### src/rtl/ilk_pkg.sv
package ilk_pkg;
  localparam int ST_FE   = 0;
  localparam int ST_DC   = 1;
  localparam int ST_EX   = 2;
  localparam int ST_MEM  = 3;
  localparam int ST_WB   = 4;
  localparam int NUM_STG = 5;
  // stages that can still hold a pending register write seen by decode
  localparam int NUM_PROD = NUM_STG - ST_EX;
  // stages in which a branch blocks fetch (up to and including EX)
  localparam int NUM_BRW  = ST_EX + 1;
endpackage

### src/rtl/ilk_raw_detect.sv
module ilk_raw_detect #(
  parameter int REG_W = 5,
  parameter int NPROD = 3
) (
  input  logic                   dc_valid,
  input  logic [REG_W-1:0]       src_a,
  input  logic [REG_W-1:0]       src_b,
  input  logic [NPROD-1:0]       prod_live,
  input  logic [NPROD*REG_W-1:0] prod_dst,
  output logic                   stall
);
  logic [NPROD-1:0] hit;

  for (genvar g = 0; g < NPROD; g++) begin : g_prod
    logic [REG_W-1:0] d;
    assign d      = prod_dst[g*REG_W +: REG_W];
    // register zero never holds a pending value
    assign hit[g] = prod_live[g] && (d != '0) && ((d == src_a) || (d == src_b));
  end

  assign stall = dc_valid && (|hit);
endmodule

### src/rtl/ilk_fetch_gate.sv
module ilk_fetch_gate #(
  parameter int NWATCH = 3
) (
  input  logic [NWATCH-1:0] br_live,
  input  logic              fe_valid,
  input  logic              dc_stall,
  output logic              in_ready,
  output logic              hold_if
);
  logic br_block;
  assign br_block = |br_live;
  assign hold_if  = br_block || (fe_valid && dc_stall);
  assign in_ready = !hold_if;
endmodule

### src/rtl/stall_interlock.sv
module stall_interlock
  import ilk_pkg::*;
#(
  parameter int REG_W = 5,
  parameter int TAG_W = 4
) (
  input  logic                     clk,
  input  logic                     rst_n,
  input  logic                     in_valid,
  output logic                     in_ready,
  input  logic [TAG_W-1:0]         in_tag,
  input  logic                     in_branch,
  input  logic                     in_wr,
  input  logic [REG_W-1:0]         in_dst,
  input  logic [REG_W-1:0]         in_src_a,
  input  logic [REG_W-1:0]         in_src_b,
  output logic                     hold_if,
  output logic                     hold_rf,
  output logic                     bubble_ex,
  output logic [NUM_STG-1:0]       trc_valid,
  output logic [NUM_STG*TAG_W-1:0] trc_tag
);
  logic [NUM_STG-1:0] v_q;
  logic [NUM_STG-1:0] wr_q;
  logic [ST_EX:0]     br_q;
  logic [REG_W-1:0]   dst_q [NUM_STG];
  logic [TAG_W-1:0]   tag_q [NUM_STG];
  logic [REG_W-1:0]   fe_sa, fe_sb, dc_sa, dc_sb;

  logic                    dc_stall;
  logic                    accept;
  logic [NUM_PROD-1:0]       prod_live;
  logic [NUM_PROD*REG_W-1:0] prod_dst;
  logic [NUM_BRW-1:0]        br_live;

  for (genvar g = 0; g < NUM_PROD; g++) begin : g_prod
    assign prod_live[g]              = v_q[ST_EX+g] && wr_q[ST_EX+g];
    assign prod_dst[g*REG_W +: REG_W] = dst_q[ST_EX+g];
  end

  for (genvar g = 0; g < NUM_BRW; g++) begin : g_brw
    assign br_live[g] = v_q[g] && br_q[g];
  end

  ilk_raw_detect #(.REG_W(REG_W), .NPROD(NUM_PROD)) u_raw (
    .dc_valid (v_q[ST_DC]),
    .src_a    (dc_sa),
    .src_b    (dc_sb),
    .prod_live(prod_live),
    .prod_dst (prod_dst),
    .stall    (dc_stall)
  );

  ilk_fetch_gate #(.NWATCH(NUM_BRW)) u_gate (
    .br_live (br_live),
    .fe_valid(v_q[ST_FE]),
    .dc_stall(dc_stall),
    .in_ready(in_ready),
    .hold_if (hold_if)
  );

  assign accept    = in_valid && in_ready;
  assign hold_rf   = dc_stall;
  assign bubble_ex = dc_stall;

  always_ff @(posedge clk or negedge rst_n) begin
    if (!rst_n) begin
      v_q   <= '0;
      wr_q  <= '0;
      br_q  <= '0;
      fe_sa <= '0;
      fe_sb <= '0;
      dc_sa <= '0;
      dc_sb <= '0;
      for (int i = 0; i < NUM_STG; i++) begin
        dst_q[i] <= '0;
        tag_q[i] <= '0;
      end
    end else begin
      // fetch slot
      if (accept) begin
        v_q[ST_FE]   <= 1'b1;
        br_q[ST_FE]  <= in_branch;
        wr_q[ST_FE]  <= in_wr;
        dst_q[ST_FE] <= in_dst;
        tag_q[ST_FE] <= in_tag;
        fe_sa        <= in_src_a;
        fe_sb        <= in_src_b;
      end else if (!dc_stall) begin
        v_q[ST_FE] <= 1'b0;
      end
      // decode slot holds while stalled
      if (!dc_stall) begin
        v_q[ST_DC]   <= v_q[ST_FE];
        br_q[ST_DC]  <= br_q[ST_FE];
        wr_q[ST_DC]  <= wr_q[ST_FE];
        dst_q[ST_DC] <= dst_q[ST_FE];
        tag_q[ST_DC] <= tag_q[ST_FE];
        dc_sa        <= fe_sa;
        dc_sb        <= fe_sb;
      end
      // execute slot takes a bubble while decode is stalled
      if (dc_stall) begin
        v_q[ST_EX] <= 1'b0;
      end else begin
        v_q[ST_EX]   <= v_q[ST_DC];
        br_q[ST_EX]  <= br_q[ST_DC];
        wr_q[ST_EX]  <= wr_q[ST_DC];
        dst_q[ST_EX] <= dst_q[ST_DC];
        tag_q[ST_EX] <= tag_q[ST_DC];
      end
      // tail always advances
      for (int i = ST_MEM; i < NUM_STG; i++) begin
        v_q[i]   <= v_q[i-1];
        wr_q[i]  <= wr_q[i-1];
        dst_q[i] <= dst_q[i-1];
        tag_q[i] <= tag_q[i-1];
      end
    end
  end

  for (genvar s = 0; s < NUM_STG; s++) begin : g_trc
    assign trc_valid[s]               = v_q[s];
    assign trc_tag[s*TAG_W +: TAG_W]  = tag_q[s];
  end
endmodule

### config.mk
export PLATFORM = sky130hd
export DESIGN_NAME = stall_interlock
export DESIGN_NICKNAME = d
export VERILOG_FILES = /design/src/rtl/ilk_pkg.sv /design/src/rtl/ilk_raw_detect.sv /design/src/rtl/ilk_fetch_gate.sv /design/src/rtl/stall_interlock.sv
export SDC_FILE = /design/constraint.sdc
export NUM_CORES = 1
export LEC_CHECK = 0
export ABC_CLOCK_PERIOD_IN_PS = 6450
export BUFFER_PORTS_ARGS = -buffer_cell sky130_fd_sc_hd__buf_4
export CAP_MARGIN = 20
export CORE_MARGIN = 3
export CORE_UTILIZATION = 49
export CTS_CLUSTER_DIAMETER = 120
export CTS_CLUSTER_SIZE = 20
export DETAILED_ROUTE_END_ITERATION = 16
export GPL_TIMING_DRIVEN = 0
export PLACE_DENSITY = 0.69
export SLEW_MARGIN = 15
export SYNTH_ARGS = -nofsm -noshare
export SYNTH_HDL_FRONTEND = slang
export SYNTH_SLANG_ARGS = --single-unit
### constraint.sdc
create_clock -name clk -period 6.45 [get_ports clk]
set_input_delay 1.29 -clock clk [delete_from_list [all_inputs] [get_ports clk]]
set_output_delay 1.29 -clock clk [all_outputs]
set_load 0.02 [all_outputs]
==> flow_metrics.py <==
metrics = {
    "run_status": {
        "outcome": "complete, no violations",
    },
    "power_and_ir_drop": {
        "pwr_density_cell_mw_per_mm2": 580,
        "leakagePower_nw": 1.72,
        "peakVddDrop_mv": 0.313,
    },
    "drt": {
        "first_iter_violations": 32,
        "routed_wl_mm": 5.33,
        "vias": 1778,
        "viasPerCell": 5.05,
        "detail-route-antenna-nets": 0,
        "drc": 0,
        "wire_per_inst_um": 15.1,
        "drt_pass1_iterations": 4,
    },
    "clocking": {
        "cts_root_buffer": "clkbuf_8",
        "cts_tree": "done",
        "clk-insertion-delay-late_ns": 0.35,
        "cts_sinks": 78,
        "cts_buffers": 9,
        "cts_setup_buffers": 0,
        "ctsHoldBuffers": 0,
        "clk_transition_reported_paths_ns": 0.08,
        "ctsResizeCount": 0,
        "clock_path_buffers": 2,
        "cts-htree-levels": 3,
    },
    "logic_synthesis": {
        "yosys_most_used_dff": "dfrtp_1",
        "synth_edf_count": 0,
        "synth_top_area_share_pct": 61.6,
        "postSynthCellCount": 209,
        "async_reset_ff_share_pct": 100,
        "ys_ff_latch": 78,
        "synth_most_common_cell": "dfrtp_1",
        "yosysUniqueCellTypes": 26,
        "synth.largest_area_cell": "dfrtp_1",
        "syn_area_per_cell_sq_um": 15.2,
        "seq_area_frac_synth_pct": 61.6,
        "synth_area_leaders": "dfrtp_1 62%, mux2_2 14%, xnor2_1 8.3%",
        "synth_fp_nets": 233,
        "ys.warnings.count": 0,
        "yosys-top-cells-count": "78 x dfrtp_1, 38 x mux2_2, 30 x xnor2_1",
        "syn_area_sq_mm": 0.00317,
    },
    "grt": {
        "grt_overflow": 0,
        "grt_pass1_wl_mm": 8.71,
        "grt_max_degree": 79,
        "grt_pass1_vias": 1791,
        "grt_use_total_pct": 15.5,
        "antenna_found_initial": 0,
    },
    "place": {
        "dp_hpwl_mm": 3.74,
        "gp_congestion": 0.761,
        "dpl.cell_count": 336,
        "dpl-instance-area_sq_mm": 0.00365,
        "portBuffers": 52,
    },
    "die": {
        "core_sq_mm": 0.00610,
        "initial_core_util_pct": 52.0,
        "dieHeight_um": 86.4,
        "dieArea_sq_mm": 0.00747,
        "io_pins": 53,
        "die_w_um": 86.4,
        "placementRows": 28,
    },
    "cells_and_area": {
        "syn_to_final_growth_pct": 22.4,
        "fin_util_pct": 63.6,
        "diodes": 0,
        "instances_no_fill": 352,
        "fillCellCount": 486,
        "final_area_sq_mm": 0.00388,
        "drive_gt1_share_pct": 46.9,
        "num-nets-final": 296,
    },
    "timing": {
        "hold_violations": 0,
        "hold_slack_ns": 0.381,
        "rsz0062_at_grt": "false",
        "worst_pin_slew_ns": 0.931,
        "slew-limit-headroom_pct": 37.9,
        "final.period_utilization_pct": 66.9,
        "tns_ns": 0,
        "fmax_ghz": 0.232,
        "drv_slew": 0,
        "finalCriticalPeriod_ns": 4.31,
        "fin_skew_ns": 0.0113,
        "finalSetupViolations": 0,
    },
    "worst_setup_path": {
        "cp_data_required_time_ns": 5.16,
        "start_kind": "flop",
        "worst_setup_path_end_kind": "output pin",
        "worstPathMaxFanout": 11,
        "crit_type": "flop to output pin",
        "cp.arrival_ns": 3.02,
    },
    "min_path": {
        "min_path_type": "flop to flop",
    },
    "flow_run": {
        "drv_cap": 0,
    },
}
-- cells in the final DEF, fill, tap and decap left out --
cell type,synthesis,layout
o31a_1,1,1
a22o_1,1,1
clkbuf_8,0,9
xnor2_1,30,30
inv_6,0,3
a22oi_1,2,2
a21o_1,1,1
nor2b_1,2,2
or3_1,3,3
buf_4,3,55
nand3_1,7,7
o311a_1,3,3
nand2b_1,1,1
dfrtp_1,78,78
mux2_2,38,38
o21ai_0,2,2
and2_1,1,1
o31ai_1,1,1
buf_6,3,3
clkinv_2,0,1
o22ai_1,3,3
buf_2,3,3
nor2_1,1,1
a32oi_1,1,1
bufinv_16,0,2
mux2_4,14,14
inv_8,0,1
or2_2,1,1
a222oi_1,1,1
a21oi_1,1,1
nand2_1,7,7
-- report_power, final --
part | total, W | switching [W] | leakage, nW | internal, W
clock network | 0.000408 | 0.000184 | 0.117 | 0.000224
logic | 0.000869 | 0.000355 | 0.684 | 0.000514
registers | 0.000972 | 0.000233 | 0.914 | 0.000739
total | 0.00225 | 0.000772 | 1.72 | 0.00148
-- stage by stage --
stage                     power [W]  setup WS, ns
after detailed placement    0.00187          2.52
after global routing        0.00240          1.92
after floorplan             0.00157          2.72
after global placement      0.00184          2.52
final                       0.00225          2.14
after CTS                   0.00228          2.10
-- cell type report --
class                   instances  area (sq um)  area share, %
plain buffers                   9          71.3           1.84
flip-flops and latches         78          1950           50.3
repair buffers                 52           390           10.1
multi-input cells             122          1150           29.5
clock buffers                   9           124           3.19
well taps                      75          93.8           2.42
clock inverters                 7           103           2.64
-- cells by family (layout without fill, tap and decap cells) --
logic type             count (synthesis)  in the layout  share of synthesized area [%]
multiplexers                          52             52                           20.1
AND/OR/NAND/NOR                       23             23                           3.63
flip-flops                            78             78                           61.6
buffers and inverters                  9             77                           2.25
AO/OA/AOI/OAI                         17             17                           4.11
XOR/XNOR                              30             30                           8.29
-- worst paths after layout --
check	start	end	slack, ns	cells after the start
hold reg to reg	trc_tag[12]	trc_tag[16]	0.38	0
hold / removal	trc_tag[12]	trc_tag[16]	0.38	0
min in group asynchronous	rst_n	trc_tag[3]	1.08	1
setup reg to reg	dst_q[13]	dc_sa[2]	3.77	7
max in group asynchronous	rst_n	dst_q[1]	4.77	1
setup / recovery	dst_q[13]	hold_if	2.14	8
-- state kept, by name (all words and copies together) (netlist names) --
signal,count
dst_q,25
br_q,3
fe_sa,5
dc_sb,5
dc_sa,5
wr_q,5
trc_valid,5
fe_sb,5
trc_tag,20
-- worst max-delay path, cell delays in order (launching register included) --
cell,delay (ns)
dfrtp_1,0.46
or3_1,0.38
o311a_1,0.31
a222oi_1,0.61
nor2b_1,0.15
buf_6,0.19
buf_6,0.15
o31a_1,0.27
buf_4,0.15
-- metal layers --
metal | share of wire (%) | vias to the layer above | global-route usage, %
met5 | 0 | - | 0
met4 | 1.4 | 0 | 6.09
met3 | 4.4 | 10 | 4.75
met2 | 51 | 36 | 23.6
met1 | 44 | 869 | 20.8
li1 | - | 863 | -
Power figures use the tool's default switching activity.
